**config.mk**
```make
export PLATFORM = sky130hd
export DESIGN_NAME = uart_rx_autorts
export DESIGN_NICKNAME = d
export VERILOG_FILES = /design/src/rtl/uart_rx_pkg.sv /design/src/rtl/rx_sampler.sv /design/src/rtl/rx_fifo.sv /design/src/rtl/rts_ctrl.sv /design/src/rtl/uart_rx_autorts.sv
export SDC_FILE = /design/constraint.sdc
export NUM_CORES = 1
export LEC_CHECK = 0
export CAP_MARGIN = 20
export CELL_PAD_IN_SITES_DETAIL_PLACEMENT = 0
export CELL_PAD_IN_SITES_GLOBAL_PLACEMENT = 1
export CORE_MARGIN = 4
export CORE_UTILIZATION = 40
export DETAILED_ROUTE_END_ITERATION = 10
export GPL_TIMING_DRIVEN = 0
export PLACE_DENSITY_LB_ADDON = 0.08
export SYNTH_ARGS = -nofsm -noshare
export SYNTH_HDL_FRONTEND = slang
export SYNTH_SLANG_ARGS = --single-unit
export TNS_END_PERCENT = 20
```
**constraint.sdc**
```tcl
create_clock -name clk -period 9.56 [get_ports clk]
set_clock_uncertainty 0.2 [all_clocks]
set_input_delay 0.956 -clock clk [delete_from_list [all_inputs] [get_ports clk]]
set_output_delay 0.956 -clock clk [all_outputs]
set_load 0.01 [all_outputs]
```
**src/rtl/uart_rx_pkg.sv**
```systemverilog
package uart_rx_pkg;

  typedef struct packed {
    logic       brk;
    logic       ferr;
    logic       perr;
    logic [7:0] data;
  } rx_entry_t;

  typedef enum logic [2:0] {
    S_IDLE, S_START, S_DATA, S_PAR, S_STOP, S_HOLD
  } rx_state_t;

  // Number of data bits for a length select code.
  function automatic logic [3:0] char_len(input logic [1:0] sel);
    return 4'd5 + {2'b00, sel};
  endfunction

  // Bits enter at the top of the shifter; move them down to bit 0.
  function automatic logic [7:0] align_char(input logic [7:0] sh, input logic [1:0] sel);
    return sh >> (2'd3 - sel);
  endfunction

  // Parity bit the sender should have placed after the data.
  function automatic logic exp_parity(input logic [7:0] d, input logic odd);
    return (^d) ^ odd;
  endfunction

  // Ready-to-receive level for a given fill level.
  function automatic logic rts_next(input logic auto_en, input logic [6:0] lvl,
                                    input logic [6:0] trig);
    return !auto_en || (lvl < trig);
  endfunction

endpackage

```
**src/rtl/rx_sampler.sv**
```systemverilog
module rx_sampler
  import uart_rx_pkg::*;
#(
  parameter int OSR = 16
) (
  input  logic      clk,
  input  logic      rst_n,
  input  logic      tick,
  input  logic      rxd,
  input  logic [1:0] len_sel,
  input  logic      par_en,
  input  logic      par_odd,
  output logic      push_o,
  output rx_entry_t entry_o
);
  localparam int CW = $clog2(OSR);
  localparam logic [CW-1:0] MID  = CW'(OSR/2 - 1);
  localparam logic [CW-1:0] LAST = CW'(OSR - 1);

  logic      rx_m, rx_s;
  rx_state_t state;
  logic [CW-1:0] cnt;
  logic [2:0] bitn;
  logic [7:0] sh;
  logic       allz;
  logic       parbit;
  logic [7:0] aligned;

  assign aligned = align_char(sh, len_sel);

  always_ff @(posedge clk or negedge rst_n) begin
    if (!rst_n) begin
      rx_m <= 1'b1;
      rx_s <= 1'b1;
    end else begin
      rx_m <= rxd;
      rx_s <= rx_m;
    end
  end

  always_ff @(posedge clk or negedge rst_n) begin
    if (!rst_n) begin
      state   <= S_IDLE;
      cnt     <= '0;
      bitn    <= '0;
      sh      <= '0;
      allz    <= 1'b0;
      parbit  <= 1'b0;
      push_o  <= 1'b0;
      entry_o <= '0;
    end else begin
      push_o <= 1'b0;
      if (tick) begin
        case (state)
          S_IDLE: begin
            if (!rx_s) begin
              state <= S_START;
              cnt   <= '0;
            end
          end
          S_START: begin
            if (cnt == MID) begin
              if (rx_s) begin
                state <= S_IDLE;
              end else begin
                state <= S_DATA;
                cnt   <= '0;
                bitn  <= '0;
                sh    <= '0;
                allz  <= 1'b1;
              end
            end else begin
              cnt <= cnt + 1'b1;
            end
          end
          S_DATA: begin
            if (cnt == LAST) begin
              cnt <= '0;
              sh  <= {rx_s, sh[7:1]};
              if (rx_s) allz <= 1'b0;
              if ({1'b0, bitn} == char_len(len_sel) - 4'd1)
                state <= par_en ? S_PAR : S_STOP;
              else
                bitn <= bitn + 1'b1;
            end else begin
              cnt <= cnt + 1'b1;
            end
          end
          S_PAR: begin
            if (cnt == LAST) begin
              cnt    <= '0;
              parbit <= rx_s;
              if (rx_s) allz <= 1'b0;
              state  <= S_STOP;
            end else begin
              cnt <= cnt + 1'b1;
            end
          end
          S_STOP: begin
            if (cnt == LAST) begin
              cnt    <= '0;
              push_o <= 1'b1;
              if (!rx_s && allz) begin
                entry_o <= '{brk: 1'b1, ferr: 1'b0, perr: 1'b0, data: 8'h00};
                state   <= S_HOLD;
              end else begin
                entry_o.brk  <= 1'b0;
                entry_o.ferr <= !rx_s;
                entry_o.perr <= par_en && (parbit != exp_parity(aligned, par_odd));
                entry_o.data <= aligned;
                state        <= rx_s ? S_IDLE : S_HOLD;
              end
            end else begin
              cnt <= cnt + 1'b1;
            end
          end
          S_HOLD: begin
            if (rx_s) state <= S_IDLE;
          end
          default: state <= S_IDLE;
        endcase
      end
    end
  end

endmodule

```
**src/rtl/rx_fifo.sv**
```systemverilog
module rx_fifo
  import uart_rx_pkg::*;
#(
  parameter int MAX_DEPTH   = 64,
  parameter int SMALL_DEPTH = 16
) (
  input  logic      clk,
  input  logic      rst_n,
  input  logic      deep,
  input  logic      push,
  input  rx_entry_t wentry,
  input  logic      pop,
  output rx_entry_t head,
  output logic [$clog2(MAX_DEPTH+1)-1:0] level,
  output logic      overrun
);
  localparam int AW   = $clog2(MAX_DEPTH);
  localparam int CNTW = $clog2(MAX_DEPTH+1);

  rx_entry_t mem [MAX_DEPTH];
  logic [AW-1:0]   wp, rp, mask;
  logic [CNTW-1:0] cap;
  logic deep_q, flush, full, empty, do_push, do_pop;

  assign cap     = deep_q ? CNTW'(MAX_DEPTH) : CNTW'(SMALL_DEPTH);
  assign mask    = AW'(cap - 1'b1);
  assign flush   = deep != deep_q;
  assign full    = level == cap;
  assign empty   = level == '0;
  assign do_push = push && !full && !flush;
  assign do_pop  = pop && !empty && !flush;
  assign head    = empty ? '0 : mem[rp];

  always_ff @(posedge clk) begin
    if (do_push) mem[wp] <= wentry;
  end

  always_ff @(posedge clk or negedge rst_n) begin
    if (!rst_n) begin
      deep_q  <= 1'b0;
      wp      <= '0;
      rp      <= '0;
      level   <= '0;
      overrun <= 1'b0;
    end else begin
      deep_q <= deep;
      if (flush) begin
        wp    <= '0;
        rp    <= '0;
        level <= '0;
      end else begin
        if (do_push) wp <= (wp + 1'b1) & mask;
        if (do_pop)  rp <= (rp + 1'b1) & mask;
        level <= level + CNTW'(do_push) - CNTW'(do_pop);
      end
      if (push && full && !flush) overrun <= 1'b1;
      else if (do_pop)            overrun <= 1'b0;
    end
  end

endmodule

```
**src/rtl/rts_ctrl.sv**
```systemverilog
module rts_ctrl
  import uart_rx_pkg::*;
#(
  parameter int CNTW = 7
) (
  input  logic            clk,
  input  logic            rst_n,
  input  logic            auto_en,
  input  logic [CNTW-1:0] level,
  input  logic [CNTW-1:0] trig,
  output logic            rts
);
  always_ff @(posedge clk or negedge rst_n) begin
    if (!rst_n) rts <= 1'b1;
    else        rts <= rts_next(auto_en, 7'(level), 7'(trig));
  end
endmodule

```
**src/rtl/uart_rx_autorts.sv**
```systemverilog
module uart_rx_autorts
  import uart_rx_pkg::*;
#(
  parameter int OSR         = 16,
  parameter int MAX_DEPTH   = 64,
  parameter int SMALL_DEPTH = 16
) (
  input  logic       clk,
  input  logic       rst_n,
  input  logic       tick16,
  input  logic       rxd,
  input  logic [1:0] cfg_len,
  input  logic       cfg_par_en,
  input  logic       cfg_par_odd,
  input  logic       cfg_deep,
  input  logic       cfg_autorts,
  input  logic [$clog2(MAX_DEPTH+1)-1:0] cfg_trig,
  input  logic       pop,
  output logic [7:0] rd_data,
  output logic       rd_perr,
  output logic       rd_ferr,
  output logic       rd_brk,
  output logic [$clog2(MAX_DEPTH+1)-1:0] rx_level,
  output logic       rx_overrun,
  output logic       rts
);
  localparam int CNTW = $clog2(MAX_DEPTH+1);

  logic      push_evt;
  rx_entry_t rx_ent;
  rx_entry_t head;

  rx_sampler #(.OSR(OSR)) u_samp (
    .clk(clk), .rst_n(rst_n), .tick(tick16), .rxd(rxd),
    .len_sel(cfg_len), .par_en(cfg_par_en), .par_odd(cfg_par_odd),
    .push_o(push_evt), .entry_o(rx_ent)
  );

  rx_fifo #(.MAX_DEPTH(MAX_DEPTH), .SMALL_DEPTH(SMALL_DEPTH)) u_fifo (
    .clk(clk), .rst_n(rst_n), .deep(cfg_deep), .push(push_evt), .wentry(rx_ent),
    .pop(pop), .head(head), .level(rx_level), .overrun(rx_overrun)
  );

  rts_ctrl #(.CNTW(CNTW)) u_rts (
    .clk(clk), .rst_n(rst_n), .auto_en(cfg_autorts), .level(rx_level),
    .trig(cfg_trig), .rts(rts)
  );

  assign rd_data = head.data;
  assign rd_perr = head.perr;
  assign rd_ferr = head.ferr;
  assign rd_brk  = head.brk;

endmodule

```
-- Word-level counts from Yosys, hierarchy flattened
Memory sizes are Yosys's and may differ from the RTL's.
Cells that the tools add are included.
- RAM bits: 704
- register bits after elaboration: 56
- memories kept: 1
- logic and storage cells: 134
- memory list (name ; depth ; width ; rd ports ; clocked after memory_dff ; wr ports ; RTL line ; text):
    u_fifo.mem ; 64 ; 11 ; 1 ; 0 ; 1 ; rx_fifo.sv:20 ; rx_entry_t mem [MAX_DEPTH];
- add/subtract/negate cells: 10
- order comparisons: 1
- bitwise gates (word level): 3
- eq/ne operators: 22
- reduce and logical (&&, ||, !) cells: 32
- shift operators: 1
- mux-type cells: 45
- operators with widths (operator ; count):
    two-way mux 3 bit ; 14
    two-way mux 6 bit ; 4
    two-way mux 8 bit ; 3
    two-way mux 11 bit ; 2
    case mux 3 bit (6 select lines) ; 1
    inequality test 2 x 1 -> 1 bit (second input constant) ; 8
    case mux 8 bit (2 select lines) ; 1
    two-way mux 7 bit ; 2
    adder 6 x 1 -> 6 bit (second input constant) ; 2
    bitwise AND 6 bit ; 2
    two-way mux 4 bit ; 3
    case mux 4 bit (3 select lines) ; 1
    AND reduction 6 bit ; 2
    two-way mux 1 bit ; 11
    nonzero test 2 bit ; 5
    logical AND 1 bit ; 8
    AND reduction 8 bit ; 1
    XOR reduction 8 bit ; 1
    >> shifter 8 x 2 -> 8 bit ; 1
    adder 7 x 1 -> 7 bit ; 1
    equality test 7 bit ; 1
    logical NOT 7 bit ; 1
    less-than comparator 7 bit ; 1
    subtractor 7 x 1 -> 7 bit ; 1
    27 further kinds ; 37

-- Logic depth before layout (Yosys ltp)
Gate-level depths: netlist of the first run.
- depth in word-level cells: 8
- mapped depth: 16

-- Cells and area by module
From an unflattened synthesis of the first run, not the netlist that was laid out.
- cells, all modules: 1535
- area total of the unflattened synthesis: 30345.4 µm²
- by module, submodules not included (module ; seq. area each (µm²) ; area an instance (µm²) ; cells an instance ; times used):
    rx_fifo ; 21665.8 ; 28349.7 ; 1345 ; 1
    rx_sampler ; 853.3 ; 1810.5 ; 165 ; 1
    rts_ctrl ; 26.3 ; 185.2 ; 25 ; 1

-- Worst setup path before layout of the first run
Ideal clock, no wire load.
- path type: input -> register
- start point: input port cfg_deep
- end point: register u_fifo.level[6]
- required time: 9.224 ns
- stages: 14
- path buffers: 1
- data arrival time: 3.332 ns
- setup slack: 5.891 ns
- cell sequence: xor2_1 -> clkbuf_1 -> nor2_1 -> ha_1 -> inv_1 -> ha_1 -> inv_1 -> fa_1 -> nand2b_1 -> a21oi_1 -> o21ai_0 -> a21oi_1 -> or3_1 -> a21oi_1
- longest elaborated chain between the ends: 6
- elaborated cells between the ends (all ways): 7
- those cells by class: 2 x add/sub; 1 x eq/ne; 1 x mux; 3 x reduce/logical
- ends and longest elaborated chain (item ; RTL line ; text):
    start, declared ; uart_rx_autorts.sv:15 ; input logic cfg_deep,
    inequality test 1 bit * ; rx_fifo.sv:27 ; assign flush = deep != deep_q;
    logical NOT 1 bit ; rx_fifo.sv:30, rx_fifo.sv:31 ;
    logical AND 1 bit ; rx_fifo.sv:30 ; assign do_push = push && !full && !flush;
    adder 7 x 1 -> 7 bit ; rx_fifo.sv:54 ; level <= level + CNTW'(do_push) - CNTW'(do_pop);
    subtractor 7 x 1 -> 7 bit ; rx_fifo.sv:54 ;
    two-way mux 7 bit * ; rx_fifo.sv:47 ; if (flush) begin
    end signal, assigned ; rx_fifo.sv:54 ;
    end, declared ; rx_fifo.sv:14 ; output logic [$clog2(MAX_DEPTH+1)-1:0] level,
Mark *: on every way between the ends. The rest lies on a longest branch, timed or not.
A chain may end at the register's enable or synchronous reset.

-- Worst setup path in the final report of the first run
- start point: register u_fifo.rp[1]
- end point: output port rd_data[7]
- longest elaborated chain between the ends: 2
- ends and longest elaborated chain (item ; RTL line ; text):
    start, declared ; rx_fifo.sv:21 ; logic [AW-1:0] wp, rp, mask;
    start signal, assigned ; rx_fifo.sv:53 ; if (do_pop) rp <= (rp + 1'b1) & mask;
    memory (64 x 11 bit) ; -- ;
    two-way mux 11 bit ; rx_fifo.sv:32 ; assign head = empty ? '0 : mem[rp];
    end, declared ; uart_rx_autorts.sv:19 ; output logic [7:0] rd_data,
No other way between the ends.

==> out/metrics.cfg, run 1 <==
[run_status]
status=finished clean

[placed_design]
place_hpwl_um=52780
routabilityCongestion=0.7907
dpl_cell_area_um2=32740
dp_worst_setup_slack_ns=4.271
portBuffers=37

[sta]
max_freq_mhz=172.1
worst_pin_slew_ns=1.116
worst_slack_ns=3.750
rsz0062_at_grt=false
drv_slew=0
hold_violations=0
relSlewSlack_pct=25.62
setup_viol=0
post-route-period-util_pct=60.77
final.setup.tns_ns=0
min_period_ns=5.810

[setup_path]
reg2reg_depth=15
endpoint=rd_data[7]
critPathCaptureType=output port
crit_fanout=10
setup.worst_path.class=reg2out
worst_path_most_repeated_cell=buf_2
start_kind=register
slowest_stage=clkbuf_1
crit_path_start=u_fifo.rp[1]
crit_arrival_ns=4.65
cpPeakStageDelay_ns=0.62
r2r_start=u_fifo.deep_q
crit_path_cell_trace=buf_2 -> buf_2 -> buf_4 -> clkbuf_1 -> mux4_2 -> mux2i_1 -> nand3_1 -> o2111ai_1 -> o221ai_1 -> clkdlybuf4s50_1
crit_required_ns=8.40
r2r_end=u_fifo.level[6]
reg2reg_slack_ns=5.35

[power_and_ir_drop]
swShare_pct=24.19
power.leakage_nw=12.64
pwr-share-clk_pct=39.5
p_sw_w=0.001842
seqPwrFrac_pct=48.1
power_density_nw_per_um2=215.8
vdd.ir_drop.worst_mv=0.1208
p_comb_share_pct=12.4
p_int_w=0.005775

[logic_synthesis]
synth_seq_cells=760
syn_avg_cell_area_um2=20.06
synth_flop_cell=edfxtp_1
synth_top_area_share_pct=69.51
synth_nets=1554
ys_seq_area_share_pct=74.13
synthArstFlopShare_pct=7.368
yosys_warnings=0
synth.distinct_cells=61
synth_edf_count=704
synth.area.top_cells=edfxtp_1, mux4_2, dfrtp_1
synthesis.area_um2=30410
yosysTopAreaCell=edfxtp_1
syn_inst=1516

[floorplanning]
fp.dieH_um=283.7
fp.coreArea_um2=74950
initial_utilization_pct=40.58
die_width_um=283.7
io_pins=38
num_rows=100
die_area_um2=80510

[detailed_routing]
m1WireLength_um=31720
drtAntennaViolNets=0
top_layer_used=met4
dr_wl_met3_um=4097
firstDrtPassIters=5
routedWlPerCell_um=27.86
routed_wl_um=76290
wl_met2_um=38800
drt_iter0_drc=1273
via_count=15227
drcViolationCount=0
vias_per_cell=5.561

[clock_tree]
cts_made_buffers=82
ctsHoldBuffers=0
clkLatencyLatePin_ns=0.61
clkTransAtPathRegs_ns=0.07
cts_tree=yes
htreeDepth=3
ctsRootBufferMaster=clkbuf_16
cts_setup_buffers=0
cts_resized=0
clock_sinks=760
clk_path_buf_depth=3

[finish]
fin_util_pct=47.10
nets=1742
area_delta_synth_final_pct=16.06
fin_area_um2=35300
seq_area_um2=22560
drive_above_1_share_pct=24.99
num_antenna_cells=0
fillers=6326
multi_input_area_um2=7318

[flow_run]
maxCapViolations=0

[global_routing]
grt_max_degree=57
antenna_found_initial=0
first_global_vias=15734
grt_usage_pct=19.04
globalRouteOverflowTotal=0
grt_pass1_wl_um=111400

[worst_hold_path]
hold_class=in2async

-- critical path, delay by kind of cell (launching register included) --
family,cells,cell delay [ns]
buffers and inverters,5,2.05
AOI/OAI and AO/OA,2,0.70
DFF,1,0.36
muxes,2,0.78
and+or+nand+nor,1,0.13
-- per-stage QoR --
step	total power (W)	cells	hold slack [ns]
2_1_floorplan	0.004393	1516	0.1452
3_3_place_gp	0.004702	2522	0.1469
3_5_place_dp	0.004707	2586	0.1484
4_1_cts	0.007722	2735	0.1241
5_1_grt	0.007934	2738	0.1573
6_report	0.007617	2738	0.1471
-- layer usage --
metal | vias to the layer above | track usage (%)
met4 | 0 | 4.487
met5 | - | 0
met2 | 399 | 32.47
li1 | 6565 | -
met3 | 108 | 3.711
met1 | 8155 | 25.46
-- state kept, by name (all words and copies together) (netlist names), 3 cells and up --
| name | flops |
|---|---|
| u_samp.cnt | 4 |
| u_samp.entry_o | 11 |
| u_fifo.wp | 6 |
| u_fifo.rp | 6 |
| u_fifo.level | 7 |
| u_samp.state | 3 |
| u_fifo.mem | 704 |
| u_samp.sh | 8 |
| u_samp.bitn | 3 |
-- placed cells by master, fill, tap and decap left out, drive strengths merged, types with 23 or more instances in the layout --
master,n
clkbuf,143
mux4,208
edfxtp,704
clkdlybuf4s50,36
dfrtp,53
buf,108
nor2,88
o21ai,35
inv,46
nand3,25
clkinv,42
a21oi,23
nand2,62
mux2i,32
-- how the worst min path moves through the flow --
stage	endpoint	cells past startpoint	slack, ns
3_5_place_dp	u_samp.rx_s	0	0.15
2_1_floorplan	u_samp.rx_s	0	0.15
3_3_place_gp	u_samp.rx_s	0	0.15
4_1_cts	u_samp.bitn[0]	1	0.12
5_1_grt	u_samp.bitn[0]	1	0.16
6_report	u_samp.sh[2]	1	0.15
-- logic make-up after synthesis --
logic type	synth area share [%]
fa+ha+maj	0.8475
xor+xnor	0.6048
compound gates	2.571
mux	16.64
buf+inv	1.827
flops	74.13
simple gates	3.374
-- final cells by class --
type | instances | share of cell area [%]
sequential | 760 | 63.91
multi-input combinational | 629 | 20.73
clock buffer | 102 | 6.207
tap | 969 | 3.435
timing repair buffer | 104 | 3.173
buffer | 81 | 1.085
clock inverter | 47 | 0.9642
inverter | 46 | 0.4892
-- power groups by stage --
stage | clock network [W] | registers (W) | logic [W]
2_1_floorplan | 0 | 0.00372 | 0.000674
3_3_place_gp | 0 | 0.00373 | 0.000970
3_5_place_dp | 0 | 0.00373 | 0.000975
4_1_cts | 0.00308 | 0.00366 | 0.000978
5_1_grt | 0.00323 | 0.00367 | 0.00104
6_report | 0.00301 | 0.00366 | 0.000947
-- Yosys cell counts, drive strengths merged, types with 4 or more instances --
cell	n
a21o	5
xnor2	13
nand3	25
or3	4
o21ai	35
ha	19
a211oi	4
dfrtp	53
mux4	208
a22o	4
nand3b	6
edfxtp	704
nand2b	5
clkbuf	41
buf	40
mux2i	32
nand2	62
mux2	5
xor2	8
o221ai	9
nor2b	6
nor2	88
a21oi	23
o2111ai	9
inv	44
nor3	12
No activity file was read; power rests on OpenSTA's default activity.
==> run 2, diff against run 1 <==
Clock period 9.56 ns to 5.9 ns, I/O delays scaled along.
==> run 2 against run 1 <==
Compared with the run above:
- die area is the same
- critical path depth is the same
- final cell count is essentially flat
- core utilization is essentially flat
- wire length shrank 0.15%
- clock power grew 62%
- combinational power grew 62%
- sequential share of layout area is essentially flat
- non-clock buffer count grew 1
- register-to-register slack lost 3.6 ns
- clock-buffer cell count is the same
- sequential cell count is the same
- critical path type unchanged
==> out/metrics.cfg, run 2 (synthesized netlist as in run 1, its figures left out) <==
[run_status]
status=finished clean

[floorplanning]
num_rows=100
initial_utilization_pct=40.58
die_area_um2=80510
fp.coreArea_um2=74950
die_width_um=283.7
io_pins=38
fp.dieH_um=283.7

[finish]
final_cell_mix=edfxtp_1, mux4_2, nor2_1, clkbuf_16, nand2_1
largest_reg_flops=704
drive_above_1_share_pct=24.97
nets=1743
instances_no_fill=2739
area_delta_synth_final_pct=16.09
fillers=6325
final_common_cell=edfxtp_1
regMostFlops=u_fifo.mem
num_antenna_cells=0
fin_util_pct=47.11
reg.largest.list=u_fifo.mem x704, u_samp.entry_o x11, u_samp.sh x8

[setup_path]
worst_path_most_repeated_cell=buf_2
crit_path_cell_trace=buf_2 -> buf_2 -> buf_4 -> clkbuf_1 -> mux4_2 -> mux2i_1 -> nand3_1 -> o2111ai_1 -> o221ai_1 -> clkdlybuf4s50_1
setup.worst_path.class=reg2out
reg2reg_slack_ns=1.71
r2r_start=u_fifo.deep_q
critPathCaptureType=output port
crit_path_start=u_fifo.rp[1]
start_kind=register
cpPeakStageDelay_ns=0.62
worst-path-buf-inv=5
crit_arrival_ns=4.61
crit_fanout=10
crit_required_ns=5.11
critPathTopFamily=buffers and inverters
slowest_stage=clkbuf_1

[global_routing]
first_global_vias=15728
grt_max_degree=57
antenna_found_initial=0
grt_pass1_wl_um=111400
globalRouteOverflowTotal=0
grt_usage_pct=19.03

[clock_tree]
clock_sinks=760
htreeDepth=3
cts_tree=yes
clkTransAtPathRegs_ns=0.06
clkLatencyLatePin_ns=0.60
ctsRootBufferMaster=clkbuf_16
cts_setup_buffers=0
cts_made_buffers=82
clk_path_buf_depth=3

[sta]
worst_pin_slew_ns=1.123
final.setup.tns_ns=0
hold_violations=0
drv_slew=0
post-route-period-util_pct=91.59
relSlewSlack_pct=25.13
setup_viol=0
hold_ws_ns=0.1555
min_period_ns=5.404
max_freq_mhz=185.1
rsz0062_at_grt=false

[placed_design]
place_hpwl_um=52780
routabilityCongestion=0.7907
portBuffers=37
placedCellCount=2586

[power_and_ir_drop]
totalPowerFinal_w=0.01234
p_int_w=0.009357
p_comb_share_pct=12.4
pwr-share-clk_pct=39.5
p_sw_w=0.002979
power.leakage_nw=12.65
power_density_nw_per_um2=349.4
seqPwrFrac_pct=48.1
swShare_pct=24.15
vdd.ir_drop.worst_mv=0.1952

[detailed_routing]
routedWlPerCell_um=27.81
routed_wl_um=76180
drtAntennaViolNets=0
via_count=15212
vias_per_cell=5.554
drt_iter0_drc=1297
drcViolationCount=0
firstDrtPassIters=5

[flow_run]
maxCapViolations=0

[worst_hold_path]
hp-start=u_samp.rx_m
hold_class=reg2reg

[run 2: cell count changes in the layout (fill, tap and decap cells not counted)]
| cell | previous run | this run |
|---|---|---|
| dlygate4sd3_1 | 0 | 1 |
[run 2: power by group through the flow]
stage                     Combinational (W)  Sequential (W)  Clock, W
after floorplan                     0.00109         0.00603         0
after global placement              0.00157         0.00605         0
after detailed placement            0.00158         0.00605         0
after CTS                           0.00159         0.00594   0.00499
after global routing                0.00168         0.00594   0.00523
final                               0.00153         0.00593   0.00487
[run 2: final timing paths]
path | end | depth (start not counted)
min | u_samp.rx_s | 0
max reg2reg | u_fifo.level[6] | 15
min in group asynchronous | u_samp.sh[2] | 2
max in group asynchronous | u_rts.rts | 3
max | rd_data[7] | 10
min reg2reg | u_samp.rx_s | 0
[run 2: area by class of cell]
cell class | count | area, um2 | share of cell area, %
well taps | 969 | 1212 | 3.434
inverters | 46 | 172.7 | 0.4891
clock inverters | 47 | 340.3 | 0.9639
clock buffers | 102 | 2191 | 6.205
flip-flops and latches | 760 | 22560 | 63.90
multi-input cells | 629 | 7318 | 20.73
repair buffers | 105 | 1130 | 3.200
plain buffers | 81 | 382.9 | 1.084
[run 2: layer usage]
| layer | track usage (%) | up-vias | wire [um] |
|---|---|---|---|
| li1 | - | 6567 | - |
| met1 | 25.45 | 8142 | 31650 |
| met2 | 32.47 | 391 | 38850 |
| met3 | 3.711 | 112 | 3994 |
| met4 | 4.487 | 0 | 1684 |
| met5 | 0 | - | 0 |
[run 2: through the flow]
step | setup slack, ns | area (um2)
4_1_cts | 0.4207 | 35280
6_report | 0.4961 | 35310
5_1_grt | 0.2836 | 35310
2_1_floorplan | 2.439 | 30410
3_3_place_gp | 0.9749 | 31990
3_5_place_dp | 0.9768 | 32740
[run 2: timing repair]
| action | 4_1_cts | 5_1_grt |
|---|---|---|
| resized for setup | 0 | 0 |
| endpoints found under the hold margin | 23 | 0 |
| hold buffers | 1 | 0 |
